--- src/rtl/dma_trig_pkg.sv ---
package dma_trig_pkg;
    // One-shot command bits, already qualified by the command strobe.
    typedef struct packed {
        logic force_set;
        logic clear;
        logic run;
        logic halt;
        logic soft_rst;
        logic err_clr;
    } cmd_t;

    // Sticky flag state of the channel.
    typedef struct packed {
        logic pend;
        logic ovf;
        logic ovf_ie;
    } flag_st_t;
endpackage

--- src/rtl/dma_trig_select.sv ---
module dma_trig_select #(
    parameter int NUM_EVT = 256,
    parameter int SEL_W   = $clog2(NUM_EVT)
) (
    input  logic               clk,
    input  logic               rst_n,
    input  logic [NUM_EVT-1:0] evt_in,
    input  logic               cfg_wr,
    input  logic [SEL_W-1:0]   cfg_sel,
    input  logic               cfg_trig_en,
    output logic               hw_trig
);
    typedef struct packed {
        logic [SEL_W-1:0] sel;
        logic             en;
        logic             prev;
    } sel_st_t;

    sel_st_t st_d, st_q;
    logic    cur_lvl;

    always_comb begin
        // Selector 0 stands for "no peripheral".
        cur_lvl  = (st_q.sel != '0) ? evt_in[st_q.sel] : 1'b0;
        hw_trig  = st_q.en & cur_lvl & ~st_q.prev;
        st_d      = st_q;
        st_d.prev = cur_lvl;
        if (cfg_wr) begin
            st_d.sel = cfg_sel;
            st_d.en  = cfg_trig_en;
        end
    end

    always_ff @(posedge clk or negedge rst_n) begin
        if (!rst_n) st_q <= '0;
        else        st_q <= st_d;
    end

    // selector zero never produces a hardware trigger
    assert_sel_zero_quiet_R3: assert property (@(posedge clk) disable iff (!rst_n)
        (st_q.sel == '0) |-> !hw_trig);

    // a held level gives one trigger only
    assert_single_edge_R5: assert property (@(posedge clk) disable iff (!rst_n)
        (hw_trig && !cfg_wr) |=> !hw_trig);
endmodule

--- src/rtl/dma_trig_flags.sv ---
module dma_trig_flags
    import dma_trig_pkg::*;
(
    input  logic clk,
    input  logic rst_n,
    input  logic cfg_wr,
    input  logic cfg_ovf_ie,
    input  logic hw_trig,
    input  cmd_t cmd,
    input  logic seq_ack,
    output logic pend,
    output logic ovf,
    output logic ovf_irq
);
    flag_st_t fl_d, fl_q;
    logic     trig;
    logic     ovf_set;

    always_comb begin
        trig    = hw_trig | cmd.force_set;
        ovf_set = trig & fl_q.pend & ~seq_ack & ~cmd.clear;
        fl_d    = fl_q;
        if (cfg_wr) fl_d.ovf_ie = cfg_ovf_ie;

        if (cmd.soft_rst)   fl_d.pend = 1'b0;
        else if (cmd.clear) fl_d.pend = 1'b0;
        else if (trig)      fl_d.pend = 1'b1;
        else if (seq_ack)   fl_d.pend = 1'b0;

        if (cmd.soft_rst)     fl_d.ovf = 1'b0;
        else if (ovf_set)     fl_d.ovf = 1'b1;
        else if (cmd.err_clr) fl_d.ovf = 1'b0;
    end

    always_ff @(posedge clk or negedge rst_n) begin
        if (!rst_n) fl_q <= '0;
        else        fl_q <= fl_d;
    end

    assign pend    = fl_q.pend;
    assign ovf     = fl_q.ovf;
    assign ovf_irq = fl_q.ovf & fl_q.ovf_ie;

    // overflow only ever rises on top of an already pending trigger
    assert_ovf_needs_pend_R7: assert property (@(posedge clk) disable iff (!rst_n)
        $rose(fl_q.ovf) |-> $past(fl_q.pend));

    // an acknowledge without a new trigger consumes the pending flag
    assert_ack_consumes_R10: assert property (@(posedge clk) disable iff (!rst_n)
        (seq_ack && !hw_trig && !cmd.force_set) |=> !fl_q.pend);

    // soft reset empties both flags
    assert_soft_rst_flags_R11: assert property (@(posedge clk) disable iff (!rst_n)
        cmd.soft_rst |=> (!fl_q.pend && !fl_q.ovf));
endmodule

--- src/rtl/dma_trig_run.sv ---
module dma_trig_run
    import dma_trig_pkg::*;
(
    input  logic clk,
    input  logic rst_n,
    input  cmd_t cmd,
    input  logic pend,
    output logic run_sts,
    output logic start_req
);
    logic run_d, run_q;

    always_comb begin
        run_d = run_q;
        if (cmd.soft_rst || cmd.halt) run_d = 1'b0;
        else if (cmd.run)             run_d = 1'b1;
    end

    always_ff @(posedge clk or negedge rst_n) begin
        if (!rst_n) run_q <= 1'b0;
        else        run_q <= run_d;
    end

    assign run_sts   = run_q;
    assign start_req = run_q & pend;

    // halt always stops the channel, even with run in the same write
    assert_halt_stops_R9: assert property (@(posedge clk) disable iff (!rst_n)
        cmd.halt |=> !run_q);
endmodule

--- src/rtl/dma_trig_ctrl.sv ---
module dma_trig_ctrl
    import dma_trig_pkg::*;
#(
    parameter int NUM_EVT = 256
) (
    input  logic                       clk,
    input  logic                       rst_n,
    input  logic [NUM_EVT-1:0]         evt_in,
    input  logic                       cfg_wr,
    input  logic [$clog2(NUM_EVT)-1:0] cfg_sel,
    input  logic                       cfg_trig_en,
    input  logic                       cfg_ovf_ie,
    input  logic                       cmd_wr,
    input  logic                       cmd_force,
    input  logic                       cmd_clear,
    input  logic                       cmd_run,
    input  logic                       cmd_halt,
    input  logic                       cmd_soft_rst,
    input  logic                       cmd_err_clr,
    input  logic                       seq_ack,
    output logic                       start_req,
    output logic                       pend_flag,
    output logic                       ovf_flag,
    output logic                       ovf_irq,
    output logic                       run_sts
);
    localparam int SEL_W = $clog2(NUM_EVT);

    cmd_t cmd;
    logic hw_trig;

    always_comb begin
        cmd.force_set = cmd_wr & cmd_force;
        cmd.clear     = cmd_wr & cmd_clear;
        cmd.run       = cmd_wr & cmd_run;
        cmd.halt      = cmd_wr & cmd_halt;
        cmd.soft_rst  = cmd_wr & cmd_soft_rst;
        cmd.err_clr   = cmd_wr & cmd_err_clr;
    end

    dma_trig_select #(.NUM_EVT(NUM_EVT), .SEL_W(SEL_W)) u_sel (
        .clk(clk), .rst_n(rst_n), .evt_in(evt_in), .cfg_wr(cfg_wr),
        .cfg_sel(cfg_sel), .cfg_trig_en(cfg_trig_en), .hw_trig(hw_trig)
    );

    dma_trig_flags u_flags (
        .clk(clk), .rst_n(rst_n), .cfg_wr(cfg_wr), .cfg_ovf_ie(cfg_ovf_ie),
        .hw_trig(hw_trig), .cmd(cmd), .seq_ack(seq_ack),
        .pend(pend_flag), .ovf(ovf_flag), .ovf_irq(ovf_irq)
    );

    dma_trig_run u_run (
        .clk(clk), .rst_n(rst_n), .cmd(cmd), .pend(pend_flag),
        .run_sts(run_sts), .start_req(start_req)
    );

    // a request is never raised for a stopped channel
    assert_req_only_running_R10: assert property (@(posedge clk) disable iff (!rst_n)
        $past(cmd.halt) |-> !start_req);
endmodule

--- config.mk ---
export PLATFORM = sky130hd
export DESIGN_NAME = dma_trig_ctrl
export DESIGN_NICKNAME = d
export VERILOG_FILES = /design/src/rtl/dma_trig_pkg.sv /design/src/rtl/dma_trig_select.sv /design/src/rtl/dma_trig_flags.sv /design/src/rtl/dma_trig_run.sv /design/src/rtl/dma_trig_ctrl.sv
export SDC_FILE = /design/constraint.sdc
export NUM_CORES = 1
export LEC_CHECK = 0
export BUFFER_PORTS_ARGS = -buffer_cell sky130_fd_sc_hd__buf_2
export CAP_MARGIN = 20
export CORE_AREA = 4 4 108 110
export DETAILED_ROUTE_END_ITERATION = 10
export DIE_AREA = 0 0 112 114
export PLACE_DENSITY_LB_ADDON = 0.25
export RECOVER_POWER = 25
export SLEW_MARGIN = 20
export SYNTH_ARGS = -nofsm -noshare
export SYNTH_HDL_FRONTEND = slang
export SYNTH_HIERARCHICAL = 1
export SYNTH_SLANG_ARGS = --single-unit
--- constraint.sdc ---
create_clock -name clk -period 5.4 [get_ports clk]
set_input_delay 1.35 -clock clk [delete_from_list [all_inputs] [get_ports clk]]
set_output_delay 1.35 -clock clk [all_outputs]
set_load 0.1 [all_outputs]
# ---- Yosys cells after proc, flatten, opt, wreduce, memory -nomap -nowiden
# Index checks and enable logic that the tools add are counted.
dict set report word_totals {
  ff_bits 14
  input_bits 277
  out_inout_bits 5
  word_cells 42
}
dict set report classes {
  magnitude_cmp 1
  n_mux 12
  bitwise_logic 17
  n_reduce_logical 5
}
# op count
set ops {}
lappend ops {{bitwise AND 1 bit} 13}
lappend ops {{two-way mux 1 bit} 11}
lappend ops {{< comparator 8 x 9 -> 1 bit, second input constant} 1}
lappend ops {{binary-select mux 1 bit (select 8 bit)} 1}
lappend ops {{nonzero test 8 bit} 1}
lappend ops {{nonzero test 4 bit} 1}
lappend ops {{NOT 1 bit} 3}
lappend ops {{nonzero test 3 bit} 1}
lappend ops {{nonzero test 2 bit} 1}
lappend ops {{logical OR 1 bit} 1}
lappend ops {{OR 1 bit} 1}

# ---- Depth between registers and ports, before layout
# Gate-level depths: netlist of the first run.
dict set report depth {
  ltp_word 11
  ltp_mapped 12
  mapped_depth_nobuf 8
}

# ---- Hierarchy
# Netlist of the first run, hierarchy kept.
# module n_inst cells_each area_each_um2 seq_area_each_um2
set modules_own_cells {}
lappend modules_own_cells {dma_trig_select 1 221 2585.0 250.2}
lappend modules_own_cells {dma_trig_flags 1 11 132.6 75.1}
lappend modules_own_cells {dma_trig_run 1 4 45.0 25.0}
lappend modules_own_cells {dma_trig_ctrl 1 6 37.5 0.0}

# ---- Worst setup path after synthesis of the first run
# Ideal clock, no wire load.
dict set report synth_timing {
  kind {input to register}
  startpoint {input evt_in[233]}
  endpoint {register u_flags.fl_q (netlist bit u_flags/pend)}
  setup_ps 129
  arrival_ps 3118
  t_required_ps 5271
  path_slack_ps 2153
  cell_stages 8
  n_path_buf 0
  path_cell_list {mux4_1 -> mux4_2 -> o21ai_1 -> a31oi_1 -> o41ai_2 -> o32ai_1 -> nor2_1 -> a211oi_1}
}
dict set report synth_between {
  elab_chain_cells 9
  word_cells_on_any_way 10
  classes_between {mux (6); bitwise (3); reduce/logical (1)}
}
# element line_no
set synth_rtl {}
lappend synth_rtl {{from (decl)} dma_trig_ctrl.sv:8} ;# input logic [NUM_EVT-1:0] evt_in,
lappend synth_rtl {{binary-select mux 1 bit (select 8 bit) *} dma_trig_select.sv:24} ;# cur_lvl = (st_q.sel != '0) ? evt_in[st_q.sel] : 1'b0;
lappend synth_rtl {{two-way mux 1 bit (implied by the code) *} dma_trig_select.sv:24}
lappend synth_rtl {{two-way mux 1 bit *} dma_trig_select.sv:24}
lappend synth_rtl {{bitwise AND 1 bit * (2 in a row)} dma_trig_select.sv:25} ;# hw_trig = st_q.en & cur_lvl & ~st_q.prev;
lappend synth_rtl {{named net hw_trig} dma_trig_ctrl.sv:30} ;# logic hw_trig;
lappend synth_rtl {{OR 1 bit *} dma_trig_flags.sv:20} ;# trig = hw_trig | cmd.force_set;
lappend synth_rtl {{two-way mux 1 bit} dma_trig_flags.sv:27} ;# else if (trig) fl_d.pend = 1'b1;
lappend synth_rtl {{two-way mux 1 bit} dma_trig_flags.sv:26} ;# else if (cmd.clear) fl_d.pend = 1'b0;
lappend synth_rtl {{two-way mux 1 bit} dma_trig_flags.sv:25} ;# if (cmd.soft_rst) fl_d.pend = 1'b0;
lappend synth_rtl {{to (signal assigned)} dma_trig_flags.sv:37} ;# else fl_q <= fl_d;
lappend synth_rtl {{to (decl)} dma_trig_flags.sv:15} ;# flag_st_t fl_d, fl_q;
# Mark *: on every way through the listed nets, which the timed path passes. The rest lies on a longest branch. The select of a mux whose other input is x is not followed.
# A chain may end at the register's enable or synchronous reset.

# ---- Final worst setup path of the first run
dict set report layout_timing {
  startpoint {register u_sel/st_q[2] (netlist bit)}
  endpoint {register u_flags.fl_q (netlist bit u_flags/pend)}
}
dict set report layout_between {
  elab_chain_cells 9
  word_cells_on_any_way 11
  classes_between {mux (6); bitwise (3); reduce/logical (2)}
}
# element line_no
set layout_rtl {}
lappend layout_rtl {{from (decl)} dma_trig_select.sv:19} ;# sel_st_t st_d, st_q;
lappend layout_rtl {{from (signal assigned)} dma_trig_select.sv:36} ;# else st_q <= st_d;
lappend layout_rtl {{binary-select mux 1 bit (select 8 bit)} dma_trig_select.sv:24}
lappend layout_rtl {{two-way mux 1 bit (implied by the code)} dma_trig_select.sv:24}
lappend layout_rtl {{two-way mux 1 bit *} dma_trig_select.sv:24}
lappend layout_rtl {{bitwise AND 1 bit * (2 in a row)} dma_trig_select.sv:25}
lappend layout_rtl {{named net hw_trig} dma_trig_ctrl.sv:30}
lappend layout_rtl {{OR 1 bit *} dma_trig_flags.sv:20}
lappend layout_rtl {{two-way mux 1 bit} dma_trig_flags.sv:27}
lappend layout_rtl {{two-way mux 1 bit} dma_trig_flags.sv:26}
lappend layout_rtl {{two-way mux 1 bit} dma_trig_flags.sv:25}
# Marks and branches as above.

==> impl_metrics.py, run 1 <==
metrics = {
    "outcome": {
        "status": "finished, final reports clean",
    },
    "timing": {
        "slew_headroom_pct": 32.31,
        "fin_tns_setup_ns": 0,
        "min_period_over_period_pct": 64.87,
        "hold_viol": 0,
        "tightestPinTransition_ns": 1.012,
        "rsz0062_at_grt": "no",
        "fmax_mhz": 285.5,
        "final-setup-viol-count": 0,
        "fin_skew_ns": 0.0006128,
        "hold-worst-slack_ns": 0.5023,
        "slew_viol_final": 0,
        "fin_crit_ns": 3.503,
    },
    "floorplan": {
        "ios": 282,
        "initial_utilization_pct": 26.18,
        "core_area_um2": 10700,
        "rows": 38,
        "die_w_um": 112,
        "die_area_um2": 12770,
        "die_h_um": 114,
    },
    "place": {
        "gp_congestion": 0.9112,
        "dp_hpwl_um": 10620,
        "io_buffers": 281,
        "placed_cells": 643,
    },
    "yosys": {
        "syn-num-nets": 519,
        "seq_area_frac_synth_pct": 12.51,
        "syn_area_per_cell_um2": 11.57,
        "synth_edf_count": 0,
        "ys_ff_latch": 14,
        "ys_warn_count": 6,
        "synth_cell_types": 45,
        "async_flop_share_pct": 100.0,
        "synth_area_um2": 2800,
        "syn-instance-count": 242,
        "synth_flop_cell": "dfrtp_1",
    },
    "grt": {
        "grt_pass1_vias": 3604,
        "antenna_found_initial": 0,
        "grt_max_degree": 46,
        "grt_pass1_wl_um": 18650,
        "track_usage_pct": 18.33,
        "grt.overflow.total": 0,
    },
    "cts": {
        "clkTransAtPathRegs_ns": 0.05,
        "clockBufferDepth": 2,
        "ctsResizeCount": 0,
        "cts_sinks": 14,
        "cts_buffers": 3,
        "clock_latency_ns": 0.24,
        "cts_tree": "done",
        "cts_max_level": 1,
        "cts_setup_buffers": 0,
        "cts_root_buffer": "clkbuf_8",
        "ctsHoldBuffers": 0,
    },
    "critical_path": {
        "arrival_ns": 3.65,
        "crit_type": "flop to flop",
        "worstPathRequired_ns": 5.55,
        "path_buf_inv": 1,
        "slowest_stage": "dfrtp_4",
        "reg2reg_from": "u_sel/st_q[2]",
        "ff2ff_setup_slack_ns": 1.90,
        "path_cells": "buf_4 > mux2i_1 > a221oi_1 > o21ai_0 > a31oi_1 > o41ai_2 > o32ai_1 > nor2_1 > a211oi_1",
        "cp_top_family": "compound AO/OA/AOI/OAI gates",
        "r2r_cells": 9,
        "start_kind": "flop",
        "end_kind": "flop",
        "cp_max_fo": 45,
        "cp_slowest_stage_delay_ns": 0.92,
        "r2r-end": "u_flags/pend",
    },
    "cells_and_area": {
        "final_cell_count_no_fill": 647,
        "syn2layout_area_growth_pct": 54.11,
        "insertedDiodeCount": 0,
        "final_layout_size_suffix_gt1_share_pct": 70.41,
        "nets": 785,
    },
    "routing": {
        "via_per_inst": 5.148,
        "wl_per_cell_um": 19.22,
        "ant_nets": 0,
        "drc_errors": 0,
        "vias": 3331,
        "wl_um": 12440,
        "drt_first_iter_violations": 178,
        "dr.pass1.iters": 4,
    },
    "job": {
        "maxCapViolations": 0,
    },
    "pwr": {
        "peakVddDrop_uv": 94.96,
        "p_per_area_nw_per_um2": 153.4,
        "switching_share_pct": 37.67,
        "p_switching_mw": 0.2494,
        "p_int_mw": 0.4127,
        "p_leak_nw": 2.064,
        "pwr-share-comb_pct": 60.6,
        "power_frac_seq_pct": 24.6,
        "p_clk_share_pct": 14.8,
    },
    "worst_hold_path": {
        "min_path_cells": 1,
        "worst_hold_path_type": "flop to flop",
        "min-delay-start": "u_flags/fl_q[0]",
        "whs_endpoint": "u_flags/fl_q[0]",
    },
}
[stage by stage]
step                      power [mW]  cell area (um^2)  util, %  setup slack (ns)
after floorplan               0.4140              2800        -             2.153
after global placement        0.5656              4262    39.84             1.899
after detailed placement      0.5721              4262    39.84             1.832
after CTS                     0.6742              4317    40.35             1.860
after global routing          0.7153              4315    40.34             1.589
final                         0.6621              4315    40.34             1.897
[routing by layer]
layer	global-route usage, %	share of wire [%]
met1	22.44	39
met2	34.53	53
met3	3.501	7.7
met4	2.003	0.52
met5	0	0
[kinds of logic (layout without fill, tap and decap cells)]
group | Yosys count | after routing | synth area share (%)
AOI/OAI and AO/OA | 59 | 59 | 15.59
buffers and inverters | 28 | 293 | 5.942
DFF | 14 | 14 | 12.51
muxes | 82 | 82 | 55.50
and+or+nand+nor | 59 | 59 | 10.46
[power by group through the flow]
stage               Combinational [mW]  Sequential (mW)  Clock, mW
floorplan                        0.271            0.143          0
finish                           0.401            0.163     0.0981
global placement                 0.401            0.165          0
global route                     0.437            0.168      0.109
detailed placement               0.406            0.166          0
CTS                              0.408            0.164      0.102
[cell type report]
type	instances	area, um^2
Fill cell	1079	6382
Multi-Input combinational cell	200	2283
Timing Repair Buffer	284	1428
Sequential cell	14	355.3
Tap cell	140	175.2
Clock buffer	4	55.05
Inverter	5	18.77
[worst max-delay path by stage]
stage,start,to,slack (ns),cells after the start
CTS,u_sel/st_q[2],u_flags/pend,1.86,9
global placement,evt_in[233],u_flags/pend,1.90,9
global route,u_sel/st_q[2],u_flags/pend,1.59,9
finish,u_sel/st_q[2],u_flags/pend,1.90,9
detailed placement,evt_in[233],u_flags/pend,1.83,9
floorplan,evt_in[233],u_flags/pend,2.15,8
[registers in the layout, indices dropped and copies added (netlist names)]
name and flops:
u_sel/st_q 10, u_flags/fl_q 1, u_flags/ovf 1, u_flags/pend 1, u_run/run_sts 1
[synthesized netlist by cell type, types with 3 or more instances]
library cell	count	area, um^2
mux4_2	55	1239
nand2_1	20	75.07
nor3_1	3	15.01
mux2i_1	15	150.1
buf_6	6	67.56
a22oi_1	8	60.06
nor2b_1	8	50.05
o21ai_0	12	60.06
inv_1	3	11.26
a221oi_1	5	43.79
dfrtp_1	14	350.3
clkbuf_1	8	30.03
and2_1	11	68.82
nor2_1	12	45.04
a21oi_1	3	15.01
buf_2	7	35.03
mux2_2	10	112.6
[placed cells by master (no fill, tap or decap), types with 3 or more instances in the layout]
master    instances
a21oi_1           3
a221oi_1          5
a22oi_1           8
and2_1           11
buf_2           280
buf_4             3
clkbuf_8          4
dfrtp_1          12
inv_1             3
mux2_2           10
mux2i_1          15
mux4_2           55
nand2_1          20
nor2_1           12
nor2b_1           8
nor3_1            3
o21ai_0          12
Power figures use the tool's default switching activity.
==> run 2, diff against run 1 <==
Settings changed: ABC_AREA set to 1, CORE_AREA 4 4 108 110 to 4 4 107 109, DIE_AREA 0 0 112 114 to 0 0 111 113.
Clock period 5.4 ns to 3.11 ns, I/O delays scaled along.
==> run 2 against run 1 <==
  * Critical path depth up 7
  * Wire length increased by 28%
  * Cell count grew 77%
  * Worst setup slack lost 1.2 ns
  * Clock power rose by 48%
  * Die area shrank 1.8%
  * Sequential share of layout area shrank 1.2 points
  * Utilization is 7.3 points higher
  * Global-route usage rose by 5.2 points
  * Register-to-register slack worse by 1.2 ns
  * Worst hold slack improved by 0.013 ns
  * Sequential power increased by 37%
==> impl_metrics.py, run 2 <==
metrics = {
    "cells_and_area": {
        "largest_reg_flops": 10,
        "nets": 1283,
        "layout_commonest_cell": "nand2_1",
        "regMostFlops": "u_sel/st_q",
        "ff_latch_area_um2": 355.3,
        "final_cell_mix": "nand2_1 (288), buf_2 (280), nand3_1 (105), nor2_1 (104), inv_1 (100)",
        "syn2layout_area_growth_pct": 40.40,
        "fillers": 1277,
        "multi_input_area_um2": 2571,
        "final_layout_size_suffix_gt1_share_pct": 30.58,
    },
    "yosys": {
        "yosysMostFrequentCell": "nand2_1",
        "async_flop_share_pct": 100.0,
        "yosys.area.top_type": "nand2_1",
        "synth_top_family_by_area": "simple AND/OR/NAND/NOR gates",
        "synth_top_cells_by_count": "nand2_1 (288), nand3_1 (105), nor2_1 (104)",
        "syn-instance-count": 762,
        "ys_warn_count": 6,
        "synth_cell_types": 25,
        "seq_area_frac_synth_pct": 9.743,
        "synth_area_leaders": "nand2_1 (30%), nand3_1 (15%), nor2_1 (11%)",
        "syn_area_per_cell_um2": 4.719,
        "synth-simple-area-share_pct": 58.00,
        "synth_edf_count": 0,
        "synth_xor_area_share_pct": 0,
        "ys_ff_latch": 14,
        "synth-compound-area-share_pct": 12.56,
        "yosys.area.top_type_share_pct": 30.06,
        "synth_flop_cell": "dfrtp_1",
        "synthMuxAreaShare_pct": 0.9395,
        "syn-num-nets": 1039,
        "synth_adder_area_share_pct": 0,
        "synth_area_um2": 3596,
    },
    "cts": {
        "cts_tree": "done",
        "clkTransAtPathRegs_ns": 0.06,
        "clock_latency_ns": 0.24,
        "cts_root_buffer": "clkbuf_8",
        "cts_sinks": 14,
        "cts_max_level": 1,
        "ctsResizeCount": 0,
        "clockBufferDepth": 2,
        "ctsHoldBuffers": 0,
        "cts_setup_buffers": 0,
        "cts_buffers": 3,
    },
    "timing": {
        "rsz0062_at_grt": "no",
        "fin_crit_ns": 2.440,
        "slew_viol_final": 0,
        "slew_headroom_pct": 50.24,
        "fin_skew_ns": 0.001606,
        "fmax_mhz": 409.9,
        "tightestPinTransition_ns": 0.7464,
        "fin_ws_ns": 0.6702,
        "fin_tns_setup_ns": 0,
        "hold_viol": 0,
        "final-setup-viol-count": 0,
        "min_period_over_period_pct": 78.45,
    },
    "critical_path": {
        "r2r_cells": 16,
        "cp_top_family": "simple AND/OR/NAND/NOR gates",
        "cp_slowest_stage_delay_ns": 0.50,
        "arrival_ns": 2.61,
        "start_kind": "flop",
        "cp_max_fo": 122,
        "path_buf_inv": 3,
        "ff2ff_setup_slack_ns": 0.67,
        "end_kind": "flop",
        "path_cells": "clkinv_2 > buf_12 > o21ai_0 > a21oi_1 > nor2_1 > nand2_1 > nand3_1 > nand3_1 > nand2_1 > nand2_1 > nand3_2 > nor2_2 > inv_1 > nand2_1 > nand3_2 > a21oi_2",
        "r2r-end": "u_flags/ovf",
        "worstPathRequired_ns": 3.28,
        "startpoint": "u_sel/st_q[2]",
        "slowest_stage": "dfrtp_4",
        "crit_type": "flop to flop",
        "crit_path_frequent_cell": "nand2_1",
        "reg2reg_from": "u_sel/st_q[2]",
    },
    "pwr": {
        "p_per_area_nw_per_um2": 243.3,
        "p_leak_nw": 3.158,
        "peakVddDrop_uv": 307.1,
        "report.power.total_mw": 1.228,
    },
    "grt": {
        "grt.overflow.total": 0,
        "grt_max_degree": 123,
        "antenna_found_initial": 1,
        "grt_pass1_vias": 4979,
        "track_usage_pct": 23.55,
        "grt_pass1_wl_um": 24440,
    },
    "place": {
        "pre_cts_slack_ns": 0.7122,
        "io_buffers": 281,
        "gp_congestion": 0.8666,
        "dp_hpwl_um": 12590,
    },
    "worst_hold_path": {
        "min_path_cells": 1,
        "worst_hold_path_type": "flop to flop",
        "min-delay-start": "u_flags/fl_q[0]",
        "whs_endpoint": "u_flags/fl_q[0]",
    },
    "routing": {
        "wl_per_cell_um": 13.91,
        "vias": 5417,
        "dr.pass1.iters": 5,
        "via_per_inst": 4.731,
        "drc_errors": 0,
        "drt_first_iter_violations": 508,
        "ant_nets": 0,
        "wl_um": 15930,
    },
    "floorplan": {
        "initial_utilization_pct": 33.92,
        "die_w_um": 111,
        "die_area_um2": 12540,
        "core_area_um2": 10600,
        "ios": 282,
        "rows": 38,
        "die_h_um": 113,
    },
    "outcome": {
        "status": "finished, final reports clean",
    },
    "job": {
        "maxCapViolations": 0,
    },
}
run 2: per-layer routing:
metal | vias to the layer above | track usage, % | share of wire [%]
met1 | 2366 | 29.83 | 41
met2 | 196 | 41.67 | 50
li1 | 2835 | - | -
met3 | 20 | 4.545 | 7.2
met5 | - | 0 | 0
met4 | 0 | 5.090 | 1.8
run 2: final cells by class:
type,count,area share [%]
clock buffers,3,0.8178
repair buffers,289,30.01
flip-flops and latches,14,7.038
inverters,103,7.683
well taps,140,3.470
diodes,1,0.04957
multi-input cells,595,50.93
run 2: stage by stage:
step / hold slack, ns / instances / util (%) / area [um^2]
4_1_cts: 0.4339 / 1144 / 47.60 / 5047
3_5_place_dp: 0.4994 / 1141 / 47.22 / 5006
3_3_place_gp: 0.5006 / 1141 / 47.22 / 5006
6_report: 0.5150 / 1145 / 47.62 / 5049
5_1_grt: 0.5493 / 1145 / 47.62 / 5049
2_1_floorplan: 0.4805 / 762 / - / 3596
run 2: kinds of logic after synthesis:
family / after synthesis
muxes: 3
DFF: 14
and+or+nand+nor: 508
buffers and inverters: 153
AOI/OAI and AO/OA: 84
run 2: worst max path at each step:
stage                               to  slack (ns)  cells past startpoint
after floorplan              start_req        0.68                      2
after global placement    u_flags/pend        0.74                     19
after detailed placement   u_flags/ovf        0.71                     16
after CTS                  u_flags/ovf        0.71                     16
after global routing       u_flags/ovf        0.40                     17
final                      u_flags/ovf        0.67                     16
run 2: where the power goes:
part	internal [mW]	total (mW)	switching (mW)
registers	0.203	0.224	0.0214
logic	0.344	0.859	0.515
clock network	0.0855	0.145	0.0599
total	0.632	1.23	0.596
